==> config.mk <==
export PLATFORM = sky130hd
export DESIGN_NAME = itc_top
export DESIGN_NICKNAME = d
export VERILOG_FILES = /design/src/rtl/itc_pkg.sv /design/src/rtl/itc_lfsr.sv /design/src/rtl/itc_hash.sv /design/src/rtl/itc_way_match.sv /design/src/rtl/itc_top.sv
export SDC_FILE = /design/constraint.sdc
export NUM_CORES = 2
export LEC_CHECK = 0
export BUFFER_PORTS_ARGS = -buffer_cell sky130_fd_sc_hd__buf_2
export CORE_MARGIN = 2
export CORE_UTILIZATION = 42
export DETAILED_ROUTE_END_ITERATION = 10
export SETUP_SLACK_MARGIN = 0.3
export SYNTH_ARGS = -nofsm -noshare
export SYNTH_HDL_FRONTEND = slang
export SYNTH_SLANG_ARGS = --single-unit
==> constraint.sdc <==
create_clock -name clk -period 4.55 [get_ports clk]
set_input_delay 0.455 -clock clk [delete_from_list [all_inputs] [get_ports clk]]
set_output_delay 0.455 -clock clk [all_outputs]
set_load 0.05 [all_outputs]
==> src/rtl/itc_pkg.sv <==
package itc_pkg;

    localparam int         LFSR_W    = 8;
    localparam logic [7:0] LFSR_SEED = 8'h01;

    // maximal-length taps x^8 + x^6 + x^5 + x^4 + 1
    function automatic logic [LFSR_W-1:0] lfsr_next(input logic [LFSR_W-1:0] cur);
        return {cur[LFSR_W-2:0], cur[7] ^ cur[5] ^ cur[4] ^ cur[3]};
    endfunction

    typedef enum logic [1:0] {
        UPD_IDLE,
        UPD_REFRESH,
        UPD_ALLOC
    } upd_kind_e;

endpackage

==> src/rtl/itc_lfsr.sv <==
module itc_lfsr
    import itc_pkg::*;
(
    input  logic              clk,
    input  logic              rst_n,
    output logic [LFSR_W-1:0] lfsr_o
);

    logic [LFSR_W-1:0] lfsr_d, lfsr_q;

    always_comb begin
        lfsr_d = lfsr_next(lfsr_q);
    end

    always_ff @(posedge clk or negedge rst_n) begin
        if (!rst_n) lfsr_q <= LFSR_SEED;
        else        lfsr_q <= lfsr_d;
    end

    assign lfsr_o = lfsr_q;

endmodule

==> src/rtl/itc_hash.sv <==
module itc_hash #(
    parameter int ADDR_W    = 32,
    parameter int HIST_W    = 8,
    parameter int IDX_W     = 4,
    parameter int TAG_W     = 8,
    parameter int SHIFT     = 2,
    parameter int PATH_LEN  = 2,
    parameter int CNT_W     = 2,
    parameter bit HASH_HIST = 1'b1,
    parameter bit HASH_PATH = 1'b1
) (
    input  logic [ADDR_W-1:0]          addr_i,
    input  logic [HIST_W-1:0]          hist_i,
    input  logic [PATH_LEN*ADDR_W-1:0] path_i,
    input  logic [CNT_W-1:0]           cnt_i,
    output logic [IDX_W-1:0]           idx_o,
    output logic [TAG_W-1:0]           tag_o
);

    localparam int STEP = IDX_W / PATH_LEN;

    logic [ADDR_W-1:0]               base;
    logic [ADDR_W-1:0]               hist_term;
    logic [PATH_LEN-1:0][ADDR_W-1:0] path_term;
    logic [ADDR_W-1:0]               hash;

    assign base = addr_i >> SHIFT;

    generate
        if (HASH_HIST) begin : g_hist_on
            assign hist_term = ADDR_W'(hist_i);
        end else begin : g_hist_off
            assign hist_term = '0;
        end

        for (genvar p = 0; p < PATH_LEN; p++) begin : g_path
            localparam int SH = SHIFT + p * STEP;
            if (HASH_PATH) begin : g_on
                assign path_term[p] = (CNT_W'(p) < cnt_i) ?
                                      (path_i[p*ADDR_W +: ADDR_W] >> SH) : '0;
            end else begin : g_off
                assign path_term[p] = '0;
            end
        end
    endgenerate

    always_comb begin
        hash = base ^ hist_term;
        for (int p = 0; p < PATH_LEN; p++) begin
            hash = hash ^ path_term[p];
        end
    end

    assign idx_o = hash[IDX_W-1:0];
    assign tag_o = base[TAG_W-1:0];

endmodule

==> src/rtl/itc_way_match.sv <==
module itc_way_match #(
    parameter int WAYS  = 4,
    parameter int TAG_W = 8,
    parameter int WAY_W = 2
) (
    input  logic [WAYS-1:0]       vld_i,
    input  logic [WAYS*TAG_W-1:0] tags_i,
    input  logic [TAG_W-1:0]      tag_i,
    output logic                  any_o,
    output logic [WAY_W-1:0]      way_o
);

    // walk from the top so the lowest matching way wins
    always_comb begin
        any_o = 1'b0;
        way_o = '0;
        for (int w = WAYS - 1; w >= 0; w--) begin
            if (vld_i[w] && tags_i[w*TAG_W +: TAG_W] == tag_i) begin
                any_o = 1'b1;
                way_o = WAY_W'(w);
            end
        end
    end

endmodule

==> src/rtl/itc_top.sv <==
module itc_top
    import itc_pkg::*;
#(
    parameter int ADDR_W    = 32,
    parameter int SETS      = 16,
    parameter int WAYS      = 4,
    parameter int TAG_W     = 8,
    parameter int SHIFT     = 2,
    parameter int HIST_W    = 8,
    parameter int PATH_LEN  = 2,
    parameter bit HASH_HIST = 1'b1,
    parameter bit HASH_PATH = 1'b1,
    localparam int IDX_W    = $clog2(SETS),
    localparam int CNT_W    = $clog2(PATH_LEN + 1)
) (
    input  logic                       clk,
    input  logic                       rst_n,
    input  logic [ADDR_W-1:0]          lk_addr,
    input  logic [HIST_W-1:0]          lk_hist,
    input  logic [PATH_LEN*ADDR_W-1:0] lk_path,
    input  logic [CNT_W-1:0]           lk_path_cnt,
    output logic                       lk_hit,
    output logic [ADDR_W-1:0]          lk_target,
    input  logic                       up_valid,
    input  logic [ADDR_W-1:0]          up_addr,
    input  logic [HIST_W-1:0]          up_hist,
    input  logic [PATH_LEN*ADDR_W-1:0] up_path,
    input  logic [CNT_W-1:0]           up_path_cnt,
    input  logic [ADDR_W-1:0]          up_target
);

    localparam int WAY_W = (WAYS > 1) ? $clog2(WAYS) : 1;

    typedef struct packed {
        logic [SETS-1:0][WAYS-1:0]             vld;
        logic [SETS-1:0][WAYS-1:0][TAG_W-1:0]  tag;
        logic [SETS-1:0][WAYS-1:0][ADDR_W-1:0] tgt;
    } state_t;

    state_t            st_d, st_q;
    upd_kind_e         kind;
    logic [LFSR_W-1:0] lfsr_q;
    logic [WAY_W-1:0]  victim;

    logic [IDX_W-1:0]  lk_set,  up_set;
    logic [TAG_W-1:0]  lk_tag,  up_tag;
    logic              lk_any,  up_any;
    logic [WAY_W-1:0]  lk_way,  up_way;

    itc_hash #(
        .ADDR_W(ADDR_W), .HIST_W(HIST_W), .IDX_W(IDX_W), .TAG_W(TAG_W),
        .SHIFT(SHIFT), .PATH_LEN(PATH_LEN), .CNT_W(CNT_W),
        .HASH_HIST(HASH_HIST), .HASH_PATH(HASH_PATH)
    ) u_lk_hash (
        .addr_i(lk_addr), .hist_i(lk_hist), .path_i(lk_path),
        .cnt_i(lk_path_cnt), .idx_o(lk_set), .tag_o(lk_tag)
    );

    itc_hash #(
        .ADDR_W(ADDR_W), .HIST_W(HIST_W), .IDX_W(IDX_W), .TAG_W(TAG_W),
        .SHIFT(SHIFT), .PATH_LEN(PATH_LEN), .CNT_W(CNT_W),
        .HASH_HIST(HASH_HIST), .HASH_PATH(HASH_PATH)
    ) u_up_hash (
        .addr_i(up_addr), .hist_i(up_hist), .path_i(up_path),
        .cnt_i(up_path_cnt), .idx_o(up_set), .tag_o(up_tag)
    );

    itc_way_match #(.WAYS(WAYS), .TAG_W(TAG_W), .WAY_W(WAY_W)) u_lk_match (
        .vld_i(st_q.vld[lk_set]), .tags_i(st_q.tag[lk_set]), .tag_i(lk_tag),
        .any_o(lk_any), .way_o(lk_way)
    );

    itc_way_match #(.WAYS(WAYS), .TAG_W(TAG_W), .WAY_W(WAY_W)) u_up_match (
        .vld_i(st_q.vld[up_set]), .tags_i(st_q.tag[up_set]), .tag_i(up_tag),
        .any_o(up_any), .way_o(up_way)
    );

    itc_lfsr u_lfsr (
        .clk(clk), .rst_n(rst_n), .lfsr_o(lfsr_q)
    );

    generate
        if (WAYS > 1) begin : g_victim_multi
            assign victim = lfsr_q[WAY_W-1:0];
        end else begin : g_victim_single
            assign victim = '0;
        end
    endgenerate

    always_comb begin
        st_d = st_q;
        kind = UPD_IDLE;
        if (up_valid) kind = up_any ? UPD_REFRESH : UPD_ALLOC;
        case (kind)
            UPD_REFRESH: begin
                st_d.tgt[up_set][up_way] = up_target;
            end
            UPD_ALLOC: begin
                st_d.vld[up_set][victim] = 1'b1;
                st_d.tag[up_set][victim] = up_tag;
                st_d.tgt[up_set][victim] = up_target;
            end
            default: ;
        endcase
    end

    always_ff @(posedge clk or negedge rst_n) begin
        if (!rst_n) st_q <= '0;
        else        st_q <= st_d;
    end

    assign lk_hit    = lk_any;
    assign lk_target = lk_any ? st_q.tgt[lk_set][lk_way] : '0;

endmodule

Word-level counts from Yosys, hierarchy flattened
Cells that the tools add are included.
{"block": "classes", "add_sub_neg": 0, "multipliers": 0, "div": 0, "n_lt_le_gt_ge": 12, "n_eq_ne": 10, "shifts": 0, "mux": 55, "bitwise_logic": 10, "reduce_logical": 12}
{"operator": "$bwmux W2048", "count": 2}
{"operator": "$pmux W2048 S2", "count": 1}
{"operator": "$demux W128 S4", "count": 2}
{"operator": "$bmux W128 S4", "count": 1}
{"operator": "$bwmux W512", "count": 1}
{"operator": "$mux W128", "count": 3}
{"operator": "$bmux W32 S4", "count": 2}
{"operator": "$mux W32", "count": 7}
{"operator": "$demux W32 S2", "count": 2}
{"operator": "$demux W32 S4", "count": 1}
{"operator": "$bmux W32 S2", "count": 1}
{"operator": "$eq A8 B8 Y1", "count": 8}
{"operator": "$or A64 B64 Y64", "count": 1}
{"operator": "$bmux W4 S4", "count": 2}
{"operator": "$mux W4", "count": 7}
{"operator": "$xor A4 B4 Y4", "count": 6}
{"operator": "$mux W2", "count": 10}
{"operator": "$demux W4 S4", "count": 1}
{"operator": "$demux W8 S2", "count": 1}
{"operator": "$logic_and A1 B1 Y1", "count": 11}
{"operator": "$lt A4 B5 Y1 const B", "count": 2}
{"operator": "$lt A2 B3 Y1 const B", "count": 3}
{"operator": "$mux W1", "count": 9}
{"operator": "$lt A1 B2 Y1 const A", "count": 4}
{"operator": "8 further kinds", "count": 11}
{"block": "totals", "register_bits": 2632, "latch_bits": 0, "mem_bits_rw": 0, "romBits": 0, "inputBits": 247, "out_inout_bits": 33, "memories": 0}

Longest topological paths before layout
{"block": "depth", "depth_word": 20, "ltp_mapped": 23, "mapped_depth_nobuf": 13}

Hierarchy
Synthesis repeated with hierarchy kept, for this count alone.
{"block": "hier_totals", "cells_unflattened": 7812, "area_unflattened_um2": 125095.0}
{"mod": "itc_top", "instances": 1, "cells_each": 7602, "area_per_inst_um2": 123290.7, "seq_area_each_um2": 65663.0}
{"mod": "itc_way_match", "instances": 2, "cells_each": 63, "area_per_inst_um2": 505.5, "seq_area_each_um2": 0.0}
{"mod": "itc_hash", "instances": 2, "cells_each": 33, "area_per_inst_um2": 256.5, "seq_area_each_um2": 0.0}
{"mod": "itc_lfsr", "instances": 1, "cells_each": 18, "area_per_inst_um2": 280.3, "seq_area_each_um2": 201.4}

Worst setup path after synthesis
OpenSTA, ideal clock, no wires.
{"block": "synth_timing", "path_kind": "in2out", "startpoint": "in lk_path_cnt[0]", "endpoint": "out lk_target[21]", "t_arrival_ns": 5.309, "path_slack_ns": -1.214, "stages": 15, "path_buffers": 3, "cell_sequence": "or2_1 clkbuf_1 nand3_1 a22o_1 buf_1 mux4_2 mux2i_1 mux2i_1 xnor2_1 or4_1 or4_1 a211oi_4 nand2b_1 clkbuf_1 o31ai_1"}
{"block": "synth_via", "elab_chain_cells": 15}
{"item": "start: declaration", "line_no": "itc_top.sv:21", "source": "input logic [CNT_W-1:0] lk_path_cnt,"}
{"item": "$lt A1 B2 Y1", "line_no": "itc_hash.sv:39", "source": "assign path_term[p] = (CNT_W'(p) < cnt_i) ?"}
{"item": "$mux W4", "line_no": "itc_hash.sv:39"}
{"item": "$xor A4 B4 Y4", "line_no": "itc_hash.sv:50", "source": "hash = hash ^ path_term[p];"}
{"item": "$xor A4 B4 Y4 (*)", "line_no": "itc_hash.sv:50"}
{"item": "$bmux W32 S4", "line_no": "itc_top.sv:69", "source": ".vld_i(st_q.vld[lk_set]), .tags_i(st_q.tag[lk_set]), .tag_i(lk_tag),"}
{"item": "$mux W32 (not written as such)", "line_no": "itc_top.sv:69"}
{"item": "$eq A8 B8 Y1", "line_no": "itc_way_match.sv:18", "source": "if (vld_i[w] && tags_i[w*TAG_W +: TAG_W] == tag_i) begin"}
{"item": "$logic_and A1 B1 Y1", "line_no": "itc_way_match.sv:18"}
{"item": "$mux W2 (4 in series)", "line_no": "itc_way_match.sv:18"}
{"item": "$bmux W32 S2", "line_no": "itc_top.sv:113", "source": "assign lk_target = lk_any ? st_q.tgt[lk_set][lk_way] : '0;"}
{"item": "$mux W32 (not written as such)", "line_no": "itc_top.sv:113"}
{"item": "$mux W32 (*)", "line_no": "itc_top.sv:113"}
{"item": "end: declaration", "line_no": "itc_top.sv:23", "source": "output logic [ADDR_W-1:0] lk_target,"}
Mark *: on every way between the ends. The rest lies on a longest branch, timed or not. The select of a mux whose other input is x is not followed.

Worst setup path in the final report
{"block": "layout_timing", "startpoint": "in lk_path_cnt[0]", "endpoint": "out lk_target[9]"}
The elaborated chain is that of the path after synthesis.

==> flow_summary.toml <==
[die]
chipHeight_um = 559
die_width_um = 559
core_area_um2 = 306000
rows = 203
dieArea_um2 = 313000
initial_utilization = 0.423
ios = 280

[clock_network]
numCtsBuffers = 297
clk_pin_slew_worst_paths_ns = 0.06
root_buffer = "clkbuf_16"
cts_tree = "yes"
clock_latency_ns = 0.92
cts.sinks = 2632
clockBufferDepth = 4
htree_levels = 5

[critical_path]
path_cells = "buf_6 -> nor2b_4 -> buf_4 -> a22oi_2 -> xor2_4 -> buf_12 -> buf_12 -> mux4_2 -> mux2i_2 -> xor2_1 -> nor2_2 -> a2111oi_4 -> buf_4 -> nand3b_1 -> nor4b_4 -> buf_12 -> a21oi_4 -> buf_12 -> buf_12 -> mux2i_4 -> o22ai_4 -> buf_12"
arrival_ns = 5.13
crit_required_ns = 4.09
crit_fanout = 23
reg2regPathDepth = 17
end_kind = "output pin"
critPathKind = "in -> out"
cpPeakStageDelay_ns = 0.56
startpoint_type = "input port"
cpMostUsedCell = "buf_12"
crit_slowest_cell = "nor4b_4"
reg2reg_to = "st_q[2153]"
r2r_slack_ns = 0.20
worstReg2RegStart = "st_q[2124]"
crit_start = "lk_path_cnt[0]"

[min_path]
hold_end = "st_q[2235]"
holdCritPathClass = "in -> reg"
holdPathStages = 3
min_from = "up_addr[5]"

[synth]
synth.cell_area_um2 = 129000
synth-edff-count = 0
synth_top_family_by_area = "multiplexers"
syn_nets = 11700
ys_seq_area_frac = 0.509
synth_xor_area_frac = 0.00559
ys_ff_latch = 2632
yosys.area_share.simple = 0.128
ys_async_sr_fraction = 1.00
synthDistinctLibCells = 79
yosysWarnings = 0
synth_compound_area_frac = 0.0514
synthAdderAreaFrac = 0
avgSynthCellArea_um2 = 11.3
synth-main-ff-cell = "dfrtp_1"
post_synth_inst_count = 11400
synth.mux.area_fraction = 0.269

[sta]
fmax_mhz = 179
timing.final.ws_setup_ns = -1.04
max_slew_margin = 0.126
setup_viol = 97
final-hold-violation-count = 0
fin_crit_sh = 1.23
maxSlewViolCount = 0
min_period_ns = 5.59
worst_pin_slew_ns = 1.31
grt_setup_unrepaired = "true"
finalClockSkew_ns = 0.0970
fin_tns_setup_ns = -30.93

[global_route]
grt_pass1_wl_um = 654000
grt_usage = 0.273
overflow = 0
grt_pass1_vias = 98000
grt_max_degree = 196
antenna_found_initial = 18

[routing]
first_pass_iters = 7
drcViolationCount = 0
routed_wl_um = 445000
wl_per_cell_um = 27.8
ant_nets = 0
drtIter0Drc = 10400
vias = 97700
avgViaCountPerCell = 6.10

[placed_design]
dp_hpwl_um = 266000
port_buffers = 111
dpl_worst_slack_ns = -1.59
place.gp.congestion = 0.912

[layout]
drive_above_1_share = 0.375
layout_commonest_cell = "dfrtp_1"
fillCellCount = 26200
syn_to_final_growth_pct = 21.1
ff_latch_area_um2 = 65900
final_cell_mix = "dfrtp_1, nand2_1, mux2_2, nand3_1, buf_4"
multi_input_area_um2 = 62300
fin_util = 0.512
nets = 11900

[status]
outcome = "finished with violations"
failed_checks = "setup timing"

[job]
maxCapViolCount = 0

[power]
peakVddDrop_mv = 0.308
powerDensity_nw_per_um2 = 434
cellLeakagePower_nw = 71.5
==> final cells by class <==
type | instances | area share
Clock inverter | 88 | 0.00743
Multi-Input combinational cell | 7663 | 0.398
Tap cell | 4100 | 0.0327
Timing Repair Buffer | 1075 | 0.0860
Sequential cell | 2632 | 0.420
Clock buffer | 429 | 0.0549
Antenna cell | 5 | 0.0000798
Inverter | 31 | 0.000742
==> cell usage after synthesis, drive strengths merged (4+ instances only) <==
cell     instances  share of area
and2             4        0.00019
xor2            39         0.0026
o31ai           11        0.00064
nor2           108         0.0037
nor4            11        0.00053
o22ai           16        0.00077
nand4           25         0.0012
nand2b          80         0.0039
mux4           202          0.035
o211a            5        0.00039
a32oi           12        0.00081
nor3            17        0.00078
a211o            6        0.00041
nand3b           5        0.00029
a211oi          36         0.0022
mux2          2579           0.22
nand3          844          0.033
nand2         2433          0.071
o21ai          103         0.0040
o2111ai          5        0.00039
a21oi          106         0.0041
clkbuf         680          0.020
buf            427          0.017
dfrtp         2631           0.51
or2              4        0.00019
a311o           10        0.00077
or3              6        0.00029
a311oi         357          0.024
nor4b            8        0.00054
a2111oi         10        0.00082
inv             31        0.00090
xnor2           41         0.0029
or4             14        0.00081
and3           234          0.011
o31a             4        0.00027
a22oi            4        0.00034
mux2i          118         0.0091
a21o             8        0.00046
a31oi           76         0.0037
o211ai          55         0.0032
a221oi          30         0.0021
nor2b            7        0.00034
==> flip-flops by register name, summed over array words and instances, names as in the netlist <==
register / cells
st_q: 2624
u_lfsr.lfsr_o: 8
==> layer usage <==
metal / vias to the layer above / wire length (um) / track usage
met5: - / 13 / 0
met4: 2 / 23800 / 0.122
met3: 1162 / 33200 / 0.0425
met2: 4507 / 206000 / 0.434
met1: 51000 / 181000 / 0.367
li1: 41000 / - / -
==> worst max-delay path by stage <==
stage	end
finish	lk_target[9]
global route	lk_target[9]
global placement	st_q[2369]
detailed placement	lk_target[23]
floorplan	lk_target[21]
CTS	lk_target[30]
==> cells by family (layout without fill, tap and decap cells) <==
| logic type | after synthesis | in the layout |
|---|---|---|
| and+or+nand+nor | 3803 | 3804 |
| buffers and inverters | 1138 | 1623 |
| AOI/OAI and AO/OA | 880 | 880 |
| DFF | 2632 | 2632 |
| other | 0 | 5 |
| muxes | 2899 | 2899 |
| xor gates and xnor gates | 80 | 80 |
==> report_power, final <==
part | internal [mW] | total [mW] | switching (mW)
clock network | 14.2 | 24.3 | 10.1
registers | 26.6 | 28.7 | 2.10
logic | 6.58 | 15.0 | 8.40
total | 47.4 | 68.0 | 20.6
==> critical path: cells and delay by family <==
| family | cells | cell delay (ns) |
|---|---|---|
| mux | 3 | 0.74 |
| simple gates | 4 | 0.91 |
| compound gates | 4 | 1.00 |
| xor+xnor | 2 | 0.44 |
| buf+inv | 9 | 1.50 |
==> metrics by stage <==
stage | instances | power (mW) | cell area [um2] | hold WS (ns)
2_1_floorplan | 11400 | 37.4 | 131000 | 0.159
3_3_place_gp | 15300 | 42.4 | 141000 | 0.337
3_5_place_dp | 15300 | 42.9 | 141000 | 0.336
4_1_cts | 16000 | 67.8 | 154000 | 0.0525
5_1_grt | 16000 | 70.6 | 157000 | 0.118
6_report | 16000 | 68.0 | 157000 | 0.117
==> repair_timing <==
| action | in CTS | in global routing |
|---|---|---|
| hold buffers | 1 | 0 |
| cloned | 22 | 27 |
| pin swaps | 76 | 50 |
| setup endpoints to repair | 2630 | 2382 |
| buffers inserted | 74 | 39 |
| resized for setup | 373 | 351 |
| endpoints found under the hold margin | 460 | 0 |
Note: power is estimated with default switching activity, not from simulation.
